## src/rtl/divcfg_pkg.sv

```systemverilog
package divcfg_pkg;
  localparam int unsigned M_WIDTH_DEF = 9;
  localparam int unsigned N_WIDTH_DEF = 3;
  localparam int unsigned SYNC_STAGES_DEF = 2;

  // index of each strobe inside the synchronised vector
  typedef enum logic [1:0] {
    SIG_LATCH = 2'd0,
    SIG_LOAD  = 2'd1,
    SIG_SCLK  = 2'd2,
    SIG_SDAT  = 2'd3
  } strobe_idx_e;

  localparam int unsigned STROBE_COUNT = 4;

  // source of the held divider word
  typedef enum logic [1:0] {
    HOLD_FROM_BUS   = 2'd0,
    HOLD_FROM_SHIFT = 2'd1,
    HOLD_KEEP       = 2'd2
  } hold_src_e;
endpackage

```

## src/rtl/divcfg_rst_sync.sv

```systemverilog
module divcfg_rst_sync #(
  parameter int unsigned STAGES = 2
) (
  input  logic clk_i,
  input  logic rst_ni,
  output logic rst_sync_no
);
  logic [STAGES-1:0] chain_q;
  logic [STAGES-1:0] chain_d;

  always_comb begin
    chain_d = {chain_q[STAGES-2:0], 1'b1};
  end

  always_ff @(posedge clk_i or negedge rst_ni) begin
    if (!rst_ni) chain_q <= '0;
    else         chain_q <= chain_d;
  end

  assign rst_sync_no = chain_q[STAGES-1];
endmodule

```

## src/rtl/divcfg_sync.sv

```systemverilog
module divcfg_sync #(
  parameter int unsigned WIDTH  = 4,
  parameter int unsigned STAGES = 2
) (
  input  logic             clk_i,
  input  logic             rst_ni,
  input  logic [WIDTH-1:0] async_i,
  output logic [WIDTH-1:0] sync_o
);
  logic [WIDTH-1:0] stage_q [STAGES];

  for (genvar s = 0; s < STAGES; s++) begin : g_stage
    if (s == 0) begin : g_first
      always_ff @(posedge clk_i or negedge rst_ni) begin
        if (!rst_ni) stage_q[s] <= '0;
        else         stage_q[s] <= async_i;
      end
    end else begin : g_next
      always_ff @(posedge clk_i or negedge rst_ni) begin
        if (!rst_ni) stage_q[s] <= '0;
        else         stage_q[s] <= stage_q[s-1];
      end
    end
  end

  assign sync_o = stage_q[STAGES-1];
endmodule

```

## src/rtl/divcfg_shift.sv

```systemverilog
module divcfg_shift #(
  parameter int unsigned WIDTH = 12
) (
  input  logic             clk_i,
  input  logic             rst_ni,
  input  logic             latch_i,
  input  logic             load_i,
  input  logic             sclk_i,
  input  logic             sdat_i,
  output logic [WIDTH-1:0] word_o
);
  logic             sclk_prev_q;
  logic             sclk_rise;
  logic             shift_en;
  logic [WIDTH-1:0] sreg_q;
  logic [WIDTH-1:0] sreg_d;

  always_comb begin
    sclk_rise = sclk_i & ~sclk_prev_q;
    shift_en  = latch_i & ~load_i & sclk_rise;
    sreg_d    = sreg_q;
    if (shift_en) sreg_d = {sreg_q[WIDTH-2:0], sdat_i};
  end

  always_ff @(posedge clk_i or negedge rst_ni) begin
    if (!rst_ni) begin
      sclk_prev_q <= 1'b0;
      sreg_q      <= '0;
    end else begin
      sclk_prev_q <= sclk_i;
      sreg_q      <= sreg_d;
    end
  end

  assign word_o = sreg_q;

  // a new bit enters at the LSB and older bits move toward the MSB
  a_r6_msb_first: assert property (@(posedge clk_i) disable iff (!rst_ni)
    shift_en |=> (sreg_q[0] == $past(sdat_i)) &&
                 (sreg_q[WIDTH-1:1] == $past(sreg_q[WIDTH-2:0])));

  // no shift while strobe high or latch input low
  a_r7_no_shift: assert property (@(posedge clk_i) disable iff (!rst_ni)
    (load_i || !latch_i) |=> $stable(sreg_q));
endmodule

```

## src/rtl/divcfg_hold.sv

```systemverilog
module divcfg_hold #(
  parameter int unsigned WIDTH = 12
) (
  input  logic             clk_i,
  input  logic             rst_ni,
  input  logic             latch_i,
  input  logic             load_i,
  input  logic [WIDTH-1:0] bus_word_i,
  input  logic [WIDTH-1:0] shift_word_i,
  output logic [WIDTH-1:0] hold_o
);
  import divcfg_pkg::*;

  hold_src_e        src;
  logic [WIDTH-1:0] hold_q;
  logic [WIDTH-1:0] hold_d;

  always_comb begin
    if (!latch_i)    src = HOLD_FROM_BUS;
    else if (load_i) src = HOLD_FROM_SHIFT;
    else             src = HOLD_KEEP;
  end

  always_comb begin
    unique case (src)
      HOLD_FROM_BUS:   hold_d = bus_word_i;
      HOLD_FROM_SHIFT: hold_d = shift_word_i;
      default:         hold_d = hold_q;
    endcase
  end

  always_ff @(posedge clk_i or negedge rst_ni) begin
    if (!rst_ni) hold_q <= '0;
    else         hold_q <= hold_d;
  end

  assign hold_o = hold_q;

  // latched and strobe low -> held word frozen
  a_r4_keep: assert property (@(posedge clk_i) disable iff (!rst_ni)
    (latch_i && !load_i) |=> $stable(hold_q));

  // strobe high -> held word follows the shift register
  a_r8_track: assert property (@(posedge clk_i) disable iff (!rst_ni)
    (latch_i && load_i) |=> (hold_q == $past(shift_word_i)));
endmodule

```

## src/rtl/divcfg_port.sv

```systemverilog
module divcfg_port #(
  parameter int unsigned M_WIDTH     = divcfg_pkg::M_WIDTH_DEF,
  parameter int unsigned N_WIDTH     = divcfg_pkg::N_WIDTH_DEF,
  parameter int unsigned SYNC_STAGES = divcfg_pkg::SYNC_STAGES_DEF
) (
  input  logic               clk_i,
  input  logic               rst_ni,
  input  logic [M_WIDTH-1:0] m_bus_i,
  input  logic [N_WIDTH-1:0] n_bus_i,
  input  logic               par_latch_i,
  input  logic               ser_clk_i,
  input  logic               ser_dat_i,
  input  logic               ser_load_i,
  output logic [M_WIDTH-1:0] m_div_o,
  output logic [N_WIDTH-1:0] n_div_o,
  output logic               test_o
);
  import divcfg_pkg::*;

  localparam int unsigned WORD_W = M_WIDTH + N_WIDTH;

  logic                    rst_sync_n;
  logic [STROBE_COUNT-1:0] strobe_raw;
  logic [STROBE_COUNT-1:0] strobe_s;
  logic [WORD_W-1:0]       bus_word;
  logic [WORD_W-1:0]       shift_word;
  logic [WORD_W-1:0]       hold_word;
  logic [WORD_W-1:0]       out_word;

  always_comb begin
    strobe_raw            = '0;
    strobe_raw[SIG_LATCH] = par_latch_i;
    strobe_raw[SIG_LOAD]  = ser_load_i;
    strobe_raw[SIG_SCLK]  = ser_clk_i;
    strobe_raw[SIG_SDAT]  = ser_dat_i;
  end

  assign bus_word = {m_bus_i, n_bus_i};

  divcfg_rst_sync #(.STAGES(SYNC_STAGES)) u_rst (
    .clk_i       (clk_i),
    .rst_ni      (rst_ni),
    .rst_sync_no (rst_sync_n)
  );

  divcfg_sync #(.WIDTH(STROBE_COUNT), .STAGES(SYNC_STAGES)) u_sync (
    .clk_i   (clk_i),
    .rst_ni  (rst_sync_n),
    .async_i (strobe_raw),
    .sync_o  (strobe_s)
  );

  divcfg_shift #(.WIDTH(WORD_W)) u_shift (
    .clk_i   (clk_i),
    .rst_ni  (rst_sync_n),
    .latch_i (strobe_s[SIG_LATCH]),
    .load_i  (strobe_s[SIG_LOAD]),
    .sclk_i  (strobe_s[SIG_SCLK]),
    .sdat_i  (strobe_s[SIG_SDAT]),
    .word_o  (shift_word)
  );

  divcfg_hold #(.WIDTH(WORD_W)) u_hold (
    .clk_i        (clk_i),
    .rst_ni       (rst_sync_n),
    .latch_i      (strobe_s[SIG_LATCH]),
    .load_i       (strobe_s[SIG_LOAD]),
    .bus_word_i   (bus_word),
    .shift_word_i (shift_word),
    .hold_o       (hold_word)
  );

  always_comb begin
    if (!rst_sync_n)              out_word = '0;
    else if (!strobe_s[SIG_LATCH]) out_word = bus_word;
    else                          out_word = hold_word;
  end

  assign m_div_o = out_word[WORD_W-1:N_WIDTH];
  assign n_div_o = out_word[N_WIDTH-1:0];
  assign test_o  = rst_sync_n & strobe_s[SIG_LATCH] & shift_word[WORD_W-1];

  // reset forces every output low
  a_r1_reset_low: assert property (@(posedge clk_i)
    !rst_ni |-> (m_div_o == '0) && (n_div_o == '0) && !test_o);

  // pass-through mode keeps test output low and follows the buses
  a_r3_pass: assert property (@(posedge clk_i) disable iff (!rst_sync_n)
    !strobe_s[SIG_LATCH] |-> !test_o && (m_div_o == m_bus_i) && (n_div_o == n_bus_i));
endmodule

```

## config.mk

```make
export PLATFORM = sky130hd
export DESIGN_NAME = divcfg_port
export DESIGN_NICKNAME = d
export VERILOG_FILES = /design/src/rtl/divcfg_pkg.sv /design/src/rtl/divcfg_rst_sync.sv /design/src/rtl/divcfg_sync.sv /design/src/rtl/divcfg_shift.sv /design/src/rtl/divcfg_hold.sv /design/src/rtl/divcfg_port.sv
export SDC_FILE = /design/constraint.sdc
export NUM_CORES = 1
export LEC_CHECK = 0
export ABC_AREA = 0
export BUFFER_PORTS_ARGS = -buffer_cell sky130_fd_sc_hd__buf_2
export CAP_MARGIN = 20
export CELL_PAD_IN_SITES_DETAIL_PLACEMENT = 1
export CELL_PAD_IN_SITES_GLOBAL_PLACEMENT = 1
export CORE_UTILIZATION = 45
export CTS_BUF_LIST = sky130_fd_sc_hd__clkbuf_8
export CTS_CLUSTER_DIAMETER = 50
export DETAILED_ROUTE_END_ITERATION = 8
export GPL_TIMING_DRIVEN = 0
export PLACE_DENSITY = 0.82
export SYNTH_ARGS = -nofsm -noshare
export SYNTH_HDL_FRONTEND = slang
export SYNTH_SLANG_ARGS = --single-unit
```

## constraint.sdc

```tcl
create_clock -name clk_i -period 1.71 [get_ports clk_i]
set_input_delay 0 -clock clk_i [delete_from_list [all_inputs] [get_ports clk_i]]
set_output_delay 0 -clock clk_i [all_outputs]
set_load 0.005 [all_outputs]
```

==> results.md, run 1 <==
* Status: finished clean
* Yosys top cell area share at 0.568
* VDD IR-drop max at 0.900 mV
* Clock sink count at 35
* Hold/Removal Path Class: in2reg
* Share of cells above drive strength 1 at 0.335
* I/O pin cnt at 31
* CTS Buffer Depth at 2
* DR iter-0 viols at 30
* Die ar. at 0.00367 mm^2
* Placed cell areas at 0.00178 mm^2
* Min cycle time layout at 1.52 ns
* GRT overflow at 0
* Crit. Startpoint: u_sync.sync_o[0]
* Syn Inst Count at 117
* Drt first pass iters at 4
* Leakage at 0.00102 uW
* Die W at 60.6 um
* Final period utilization at 0.891
* Die height at 60.6 um
* Crit. End Element: output port
* Port Buffer Count at 30
* Post-Place Cells at 192
* Synthesized area at 0.00154 mm^2
* Syn_nets at 135
* Root Buffer: clkbuf_8
* Largest net degree at the start of global routing at 35
* HP Start: n_bus_i[1]
* DRC at 0
* Syn Area/Cell at 13.2 um^2
* Crit path arrival time at 1.52 ns
* Worst Path Max Fanout at 10
* Core Rows at 20
* Final hold viol count at 0
* Leading area contributor after synthesis: dfrtp_1
* Vias in the first global route at 1161
* P&R area growth vs syn at 32.3%
* RSZ-0062 raised after global routing: no
* Vias/cell at 4.92
* ANT nets after route at 0
* Postcts setup bufs at 0
* Gp weighted congestion at 0.711
* Synth Register Bits at 35
* Setup Crit Path Kind: reg2out
* Setup violators final at 0
* CTS buffer count at 5
* CTS tree: yes
* Via count at 1053
* Layout Skew at 0.00816 ns
* H-tree depth at 2
* Clock-pin slew on the worst setup and hold paths at 0.07 ns
* Total of max-cap violations at 0
* Number of antenna diodes at 0
* Synth Warn # at 0
* Core Region at 0.00315 mm^2
* Gr usage total at 0.228
* PD cells at 1000 mW/mm^2
* CP required at 1.71 ns
* Max-slew violations at 0
* Clk Latency, worst-skew pair at 0.29 ns
* Fmax at 0.657 GHz
* DP HPWL at 2.25 mm
* Net count, final at 187
* Finished Core Util at 0.647
* Sequential-to-total area share from yosys stat at 0.568
* Initial antenna violation count at 0
* Post-Layout Cell Count at 214
* Synth top area cells: dfrtp_1 (57%), mux2i_1 (16%), mux2_4 (9.7%)
* Yosys cell types at 14
* Wire length per cell at 16.1 um
* Finished Cell Area at 0.00204 mm^2
* First-pass GRT wire length at 5.66 mm
* Critical Path Start Type: register
* Reg-to-Reg Start: u_sync.sync_o[1]
* Effective utilization at floorplan at 0.489
* Final wirelength at 3.44 mm
-- placed cells by master (no fill, tap or decap), drive strengths merged --
master,synthesis,layout
and4bb,1,1
buf,6,37
conb,1,1
bufinv,0,1
mux2,12,12
dfrtp,35,35
a21oi,12,12
nor2,12,12
clkbuf,1,6
and3,1,1
nor2b,12,12
dlygate4sd3,0,15
mux2i,24,24
clkinv,0,1
-- metal layers --
layer | track usage | up-vias | share of wire
met3 | 0.0768 | 8 | 0.039
met4 | 0.130 | 0 | 0.035
met5 | 0 | - | 0
li1 | - | 503 | -
met2 | 0.394 | 24 | 0.53
met1 | 0.245 | 518 | 0.40
-- critical path, cell delays in order (launching register included) --
cell	delay (ns)
dfrtp_1	0.39
buf_4	0.25
buf_4	0.21
mux2i_1	0.20
nor2b_1	0.06
buf_2	0.12
-- path summary, 6_finish.rpt --
kind                                          end  slack, ns  cells past startpoint
min in group asynchronous        u_rst.chain_q[1]       0.03                      2
max in group asynchronous       u_shift.word_o[3]       1.14                      1
worst max register to register  u_shift.word_o[0]       0.25                      3
worst max-delay path                   m_div_o[6]       0.19                      5
worst min register to register  u_shift.word_o[0]       0.14                      0
worst min-delay path             u_hold.hold_o[1]       0.02                      3
-- power breakdown --
part | switching [uW] | internal, uW
registers | 71.5 | 918
logic | 120 | 173
clock network | 287 | 471
-- per-stage QoR --
stage / hold slack (ns) / power [uW] / worst slack, ns / TNS (ns)
3_3_place_gp: -0.216 / 1240 / -0.272 / -2.55
2_1_floorplan: -0.296 / 1160 / 0.227 / 0
5_1_grt: 0.0352 / 2130 / 0.104 / 0
4_1_cts: 0.00838 / 2060 / 0.206 / 0
3_5_place_dp: -0.213 / 1270 / 0.0443 / 0
6_report: 0.0210 / 2040 / 0.187 / 0
-- sequential cells by signal, indices dropped and copies added (netlist names) --
register,flops
u_sync.sync_o,4
u_shift.sclk_prev_q,1
u_hold.hold_o,12
u_rst.chain_q,2
u_shift.word_o,12
u_sync.stage_q,4
-- cell type report --
class | instances | area, um^2
Buffer | 6 | 43.8
Fill cell | 328 | 1110
Timing Repair Buffer | 46 | 328
Sequential cell | 35 | 877
Multi-Input combinational cell | 75 | 619
Clock buffer | 6 | 82.6
Tap cell | 44 | 55.1
Clock inverter | 2 | 35.0
-- cell families after synthesis --
group,count (synthesis),synth area share
buffers and inverters,7,0.0308
AND/OR/NAND/NOR,26,0.0925
flip-flops,35,0.568
other,1,0.00243
multiplexers,36,0.268
AO/OA/AOI/OAI,12,0.0389
-- Yosys cell counts --
library cell / count
mux2_4: 10
nor2_1: 12
conb_1: 1
buf_4: 3
nor2b_1: 12
buf_2: 2
dfrtp_1: 35
and3_1: 1
mux2_1: 2
and4bb_4: 1
clkbuf_1: 1
mux2i_1: 24
a21oi_1: 12
buf_6: 1
-- what timing repair did --
| item | CTS | global route |
|---|---|---|
| hold buffers | 15 | 0 |
| endpoints found under the hold margin | 16 | 0 |
| setup endpoints to repair | 10 | 0 |
| resized for setup | 1 | 0 |
Note: power is estimated with default switching activity, not from simulation.
==> run 2, diff against run 1 <==
PLACE_DENSITY = 0.81   (was 0.82)
SYNTH_HIERARCHICAL = 1   (was unset)
==> run 2 against run 1 <==
Against the previous run:
- critical path depth up 1
- critical path type unchanged
- final cell count grew 3.7%
- routed wire length rose by 0.84%
- non-clock buffer count is 6 higher
==> results.md, run 2 <==
* Core Region at 0.00336 mm^2 (was 0.00315 mm^2)
* Yosys top cell area share at 0.547 (was 0.568)
* I/O pin cnt at 31 (unchanged)
* Core Rows at 21 (was 20)
* Crit. End Element: output port (unchanged)
* Syn Inst Count at 121 (was 117)
* Gp weighted congestion at 0.723 (was 0.711)
* Tot Pwr at 2190 uW (was 2040 uW)
* Synthesized area at 0.00160 mm^2 (was 0.00154 mm^2)
* Vias/cell at 4.74 (was 4.92)
* Sequential-to-total area share from yosys stat at 0.547 (was 0.568)
* Yosys cell types at 15 (was 14)
* Drt first pass iters at 4 (unchanged)
* Reg2Reg Capture Point: u_shift/word_o[10] (was u_shift.word_o[0])
* First-pass GRT wire length at 5.69 mm (was 5.66 mm)
* Final wirelength at 3.47 mm (was 3.44 mm)
* Postcts setup bufs at 0 (unchanged)
* Synth Register Bits at 35 (unchanged)
* Sw Share at 0.226 (was 0.235)
* GRT overflow at 0 (unchanged)
* Commonest cells after routing, fill and taps aside: dfrtp_1 (34), buf_2 (31), mux2i_1 (24) (was dfrtp_1 (34), buf_2 (32), mux2i_1 (24))
* Port Buffer Count at 30 (unchanged)
* DR iter-0 viols at 29 (was 30)
* Reg2Reg Setup Slack at 0.28 ns (was 0.25 ns)
* Via count at 1053 (unchanged)
* Clk pwr share at 0.400 (was 0.372)
* R2R depth at 4 (was 3)
* Min cycle time layout at 1.54 ns (was 1.52 ns)
* DP HPWL at 2.39 mm (was 2.25 mm)
* Seq pwr share at 0.452 (was 0.485)
* Die height at 61.7 um (was 60.6 um)
* Clock-pin slew on the worst setup and hold paths at 0.07 ns (about the same)
* Dominant synthesized flop cell: dfrtp_1 (unchanged)
* Setup Crit Path Kind: reg2out (unchanged)
* Syn_nets at 139 (was 135)
* Wire length per cell at 15.6 um (was 16.1 um)
* Leading area contributor after synthesis: dfrtp_1 (unchanged)
* Worst Path Max Fanout at 10 (unchanged)
* Switching pwr at 494 uW (was 479 uW)
* Final period utilization at 0.899 (was 0.891)
* Number of antenna diodes at 0 (unchanged)
* VDD IR-drop max at 0.864 mV (was 0.900 mV)
* Crit path arrival time at 1.54 ns (was 1.52 ns)
* RSZ-0062 raised after global routing: no (unchanged)
* Total of max-cap violations at 0 (unchanged)
* Clock sink count at 35 (unchanged)
* Internal at 1690 uW (was 1560 uW)
* Largest net degree at the start of global routing at 25 (was 35)
* Hold/Removal Path Class: in2async (was in2reg)
* Asr flop ratio synth at 1.00 (unchanged)
* Effective utilization at floorplan at 0.476 (was 0.489)
* CP required at 1.71 ns (about the same)
* Fmax at 0.650 GHz (was 0.657 GHz)
* DRC at 0 (unchanged)
* Synth top area cells: dfrtp_1 (55%), mux2i_1 (15%), mux2_4 (9.4%) (was dfrtp_1 (57%), mux2i_1 (16%), mux2_4 (9.7%))
* CTS Buffer Depth at 2 (unchanged)
* Gr usage total at 0.223 (was 0.228)
* P&R area growth vs syn at 33.4% (was 32.3%)
* PD cells at 1020 mW/mm^2 (was 1000 mW/mm^2)
* Number of flops mapped to enable cells by yosys at 0 (unchanged)
* Vias in the first global route at 1160 (was 1161)
* Count leader, synth: dfrtp_1 (unchanged)
* CTS buffer count at 5 (unchanged)
* Setup violators final at 0 (unchanged)
* Critical Path Start Type: register (unchanged)
* Synth Warn # at 6 (was 0)
* Root Buffer: clkbuf_8 (unchanged)
* Net count, final at 193 (was 187)
* List of most frequent post-synthesis cells: dfrtp_1 (35), mux2i_1 (24), a21oi_1 (12), nor2_1 (12), nor2b_1 (12) (unchanged)
* Syn Area/Cell at 13.2 um^2 (about the same)
* Share of cells above drive strength 1 at 0.352 (was 0.335)
* CTS tree: yes (unchanged)
* Max-slew violations at 0 (unchanged)
* Die W at 61.7 um (was 60.6 um)
* Reg-to-Reg Start: u_sync/sync_o[1] (was u_sync.sync_o[1])
* H-tree depth at 2 (unchanged)
* Finished Core Util at 0.635 (was 0.647)
* Layout Skew at 0.00695 ns (was 0.00816 ns)
* ANT nets after route at 0 (unchanged)
* Status: finished clean (unchanged)
* Leakage at 0.00106 uW (was 0.00102 uW)
* # fillers at 361 (was 328)
* Comb pwr share at 0.149 (was 0.143)
* Initial antenna violation count at 0 (unchanged)
* Final hold viol count at 0 (unchanged)
* Clk Latency, worst-skew pair at 0.29 ns (about the same)
* Die ar. at 0.00380 mm^2 (was 0.00367 mm^2)
* Commonest non-fill, non-tap cell in the layout: dfrtp_1 (unchanged)
-- run 2: changes by cell type after synthesis --
cell      delta
and3_1       -1
mux2_2       +2
buf_2        -1
and3_2       +1
clkbuf_1     +1
buf_4        +1
mux2_1       -2
buf_12       +2
buf_6        +1
-- run 2: worst max-delay path by stage --
stage,startpoint,to,slack (ns),cells after the start
CTS,u_rst/chain_q[1],m_div_o[2],0.06,3
floorplan,u_rst/chain_q[1],m_div_o[0],0.23,2
global route,u_sync/sync_o[0],m_div_o[2],0.06,6
global placement,u_rst/chain_q[1],m_div_o[1],-0.33,3
detailed placement,u_rst/chain_q[1],m_div_o[2],0.21,3
finish,u_sync/sync_o[0],m_div_o[2],0.17,6
-- run 2: worst max-delay path, cell delays in order, from the launching register on --
cell	delay (ns)
dfrtp_1	0.37
buf_4	0.17
buf_6	0.14
buf_12	0.15
mux2i_1	0.13
nor2b_1	0.15
buf_2	0.14
-- run 2: what timing repair did --
item / CTS / global route
setup endpoints to repair: 10 / 3
gates resized for setup: 1 / 0
hold buffers: 17 / 0
endpoints found under the hold margin: 18 / 0
-- run 2: cells by family after synthesis --
family | after synthesis | synth area share
flip-flops | 35 | 0.547
AND/OR/NAND/NOR | 26 | 0.0898
AO/OA/AOI/OAI | 12 | 0.0375
other | 1 | 0.00234
multiplexers | 36 | 0.258
buffers and inverters | 11 | 0.0656
-- run 2: power by group through the flow --
stage	Combinational [uW]	Sequential (uW)	Clock, uW
4_1_cts	330	984	904
5_1_grt	359	1000	940
2_1_floorplan	202	983	0
3_5_place_dp	296	1000	0
3_3_place_gp	263	1000	0
6_report	325	987	874
-- run 2: final cells by class --
cell class | instances | area, um^2 | share of cell area
clock buffer | 5 | 68.8 | 0.0322
timing repair buffer | 48 | 348 | 0.163
multi-input combinational | 75 | 621 | 0.290
tap | 46 | 57.6 | 0.0269
clock inverter | 3 | 63.8 | 0.0299
sequential | 35 | 877 | 0.410
buffer | 10 | 101 | 0.0474
-- run 2: routing by layer --
metal	vias up	wire [um]	GRT usage
li1	513	-	-
met1	515	1500	0.271
met2	22	1810	0.379
met3	3	117	0.0693
met4	0	41	0.0698
met5	-	0	0
-- run 2: per-stage QoR --
| stage | worst slack [ns] | hold WS [ns] | TNS, ns | area [um^2] | cells |
|---|---|---|---|---|---|
| floorplan | 0.228 | -0.296 | 0 | 1600 | 121 |
| CTS | 0.0579 | 0.0418 | 0 | 2140 | 223 |
| global route | 0.0572 | 0.0421 | 0 | 2140 | 222 |
| finish | 0.172 | 0.0556 | 0 | 2140 | 222 |
| global placement | -0.331 | -0.215 | -3.19 | 1810 | 197 |
| detailed placement | 0.211 | -0.205 | 0 | 1840 | 198 |
==> run 3, diff against run 2 <==
CORE_ASPECT_RATIO = 1.1   (was unset)
==> run 3 against run 2 <==
Against the previous run:
- sequential cell count unchanged
- final cell count increased by 0.90%
- global-route usage increased by 0.25 points
- highest routed layer unchanged
==> results.md, run 3 (synthesis gave the netlist of run 2 again) <==
* Largest net degree at the start of global routing at 32 (was 25)
* Setup violators final at 0 (unchanged)
* Reg2Reg Setup Slack at 0.27 ns (was 0.28 ns)
* Core Region at 0.00336 mm^2 (about the same)
* Crit. Startpoint: u_sync/sync_o[0] (unchanged)
* Sw Share at 0.261 (was 0.226)
* Max-slew violations at 0 (unchanged)
* Crit. End Element: output port (unchanged)
* Via count at 1104 (was 1053)
* Area taken by multi-input logic gates at 621 um^2 (unchanged)
* Critical Path Start Type: register (unchanged)
* DRC at 0 (unchanged)
* R2R depth at 4 (unchanged)
* P&R area growth vs syn at 30.5% (was 33.4%)
* Commonest cells after routing, fill and taps aside: dfrtp_1 (34), buf_2 (31), mux2i_1 (24) (unchanged)
* Final hold viol count at 0 (unchanged)
* Final WS setup at 0.210 ns (was 0.172 ns)
* Final wirelength at 3.63 mm (was 3.47 mm)
* Wire length per cell at 16.2 um (was 15.6 um)
* Commonest non-fill, non-tap cell in the layout: dfrtp_1 (unchanged)
* CP required at 1.71 ns (about the same)
* PD cells at 902 mW/mm^2 (was 1020 mW/mm^2)
* Root Buffer: clkbuf_8 (unchanged)
* CTS tree: yes (unchanged)
* Share of cells above drive strength 1 at 0.358 (was 0.352)
* Worst Path Max Fanout at 10 (unchanged)
* Worst Hold Slack at 0.0264 ns (was 0.0556 ns)
* Die ar. at 0.00380 mm^2 (about the same)
* CTS buffer count at 5 (unchanged)
* First-pass GRT wire length at 6.00 mm (was 5.69 mm)
* Vias in the first global route at 1214 (was 1160)
* Die height at 64.6 um (was 61.7 um)
* Switching pwr at 492 uW (was 494 uW)
* Port Buffer Count at 30 (unchanged)
* # fillers at 360 (was 361)
* Seq pwr share at 0.525 (was 0.452)
* Crit path to: n_div_o[2] (was m_div_o[2])
* Setup TNS at 0 ns (unchanged)
* VDD IR-drop max at 0.557 mV (was 0.864 mV)
* Hold/Removal Path Class: in2async (unchanged)
* Finished Core Util at 0.623 (was 0.635)
* Internal at 1390 uW (was 1690 uW)
* Setup Crit Path Kind: reg2out (unchanged)
* Clk Latency, worst-skew pair at 0.29 ns (about the same)
* Min cycle time layout at 1.50 ns (was 1.54 ns)
* RSZ-0062 raised after global routing: no (unchanged)
* Drt first pass iters at 4 (unchanged)
* Effective utilization at floorplan at 0.477 (was 0.476)
* Die W at 58.9 um (was 61.7 um)
* DP Worst Slack at -0.0991 ns (was 0.211 ns)
* Final period utilization at 0.877 (was 0.899)
* GRT overflow at 0 (unchanged)
* I/O pin cnt at 31 (unchanged)
* Reg-to-Reg Start: u_sync/sync_o[1] (unchanged)
* Fmax at 0.667 GHz (was 0.650 GHz)
* Postcts setup bufs at 0 (unchanged)
* Core Rows at 22 (was 21)
* Status: finished clean (unchanged)
* H-tree depth at 2 (unchanged)
* Max transition margin at 0.644
* Gr usage total at 0.226 (was 0.223)
* Comb pwr share at 0.173 (was 0.149)
* CTS Buffer Depth at 2 (unchanged)
* Vias/cell at 4.93 (was 4.74)
* Leakage at 0.00104 uW (was 0.00106 uW)
* Total of max-cap violations at 0 (unchanged)
* Worst slew pin tran at 0.534 ns
* Register area at 877 um^2 (unchanged)
* Clock sink count at 35 (unchanged)
* DR iter-0 viols at 41 (was 29)
* Net count, final at 193 (unchanged)
* Clk pwr share at 0.303 (was 0.400)
* ANT nets after route at 0 (unchanged)
* Number of antenna diodes at 0 (unchanged)
* Gp weighted congestion at 0.714 (was 0.723)
* Layout Skew at 0.00688 ns (was 0.00695 ns)
* DP HPWL at 2.43 mm (was 2.39 mm)
* Reg2Reg Capture Point: u_shift/word_o[3] (was u_shift/word_o[10])
* Crit path arrival time at 1.50 ns (was 1.54 ns)
* Initial antenna violation count at 0 (unchanged)
* Clock-pin slew on the worst setup and hold paths at 0.06 ns (was 0.07 ns)
==> run 3: cell count changes in the layout (fill, tap and decap cells not counted), sizes merged <==
cell | before | now
clkinv | 0 | 3
inv | 1 | 0
bufinv | 2 | 0
==> run 3: through the flow <==
step	instance area, um^2	std cells	power (uW)
detailed placement	1840	200	1300
floorplan	1600	121	1190
global placement	1810	199	1260
finish	2090	224	1890
global route	2090	224	1990
CTS	2090	224	1910
==> run 3: layout make-up <==
cell class | count | share of cell area
plain buffers | 10 | 0.0485
clock buffers | 5 | 0.0329
clock inverters | 3 | 0.00718
multi-input cells | 75 | 0.297
flip-flops and latches | 35 | 0.420
well taps | 48 | 0.0287
repair buffers | 48 | 0.166
==> run 3: what timing repair did <==
item                                   CTS  global route
resized for setup                        1             0
endpoints found under the hold margin   18             0
setup endpoints to repair               10             0
hold buffers                            17             0
==> run 3: how the worst min path moves through the flow <==
stage | start | to | slack, ns | depth (start not counted)
after floorplan | rst_ni | u_rst/chain_q[0] | -0.30 | 0
after detailed placement | rst_ni | u_rst/chain_q[0] | -0.21 | 1
after global placement | rst_ni | u_rst/chain_q[0] | -0.21 | 1
after global routing | rst_ni | u_rst/chain_q[0] | 0.02 | 2
after CTS | rst_ni | u_rst/chain_q[1] | 0.02 | 2
final | rst_ni | u_rst/chain_q[1] | 0.03 | 2
==> run 3: critical path: stages, from the launching register on <==
cell and delay (ns):
dfrtp_1 0.36, buf_4 0.16, buf_6 0.14, buf_12 0.14, mux2i_1 0.12, nor2b_1 0.14
buf_2 0.14
==> run 3: layer usage <==
layer  track usage  wire, um  vias up  share of wire
met5             0         0        -              0
met4        0.0804        25        0         0.0069
met3        0.0539        96        4          0.026
met2         0.412      2060       21           0.57
met1         0.249      1450      563           0.40
li1              -         -      516              -
==> run 3: power by group through the flow <==
| stage | clock (uW) | combinational, uW | sequential, uW |
|---|---|---|---|
| after detailed placement | 0 | 296 | 1000 |
| after global routing | 630 | 357 | 1000 |
| after floorplan | 0 | 202 | 983 |
| after global placement | 0 | 264 | 1000 |
| after CTS | 596 | 326 | 989 |
| final | 571 | 325 | 989 |
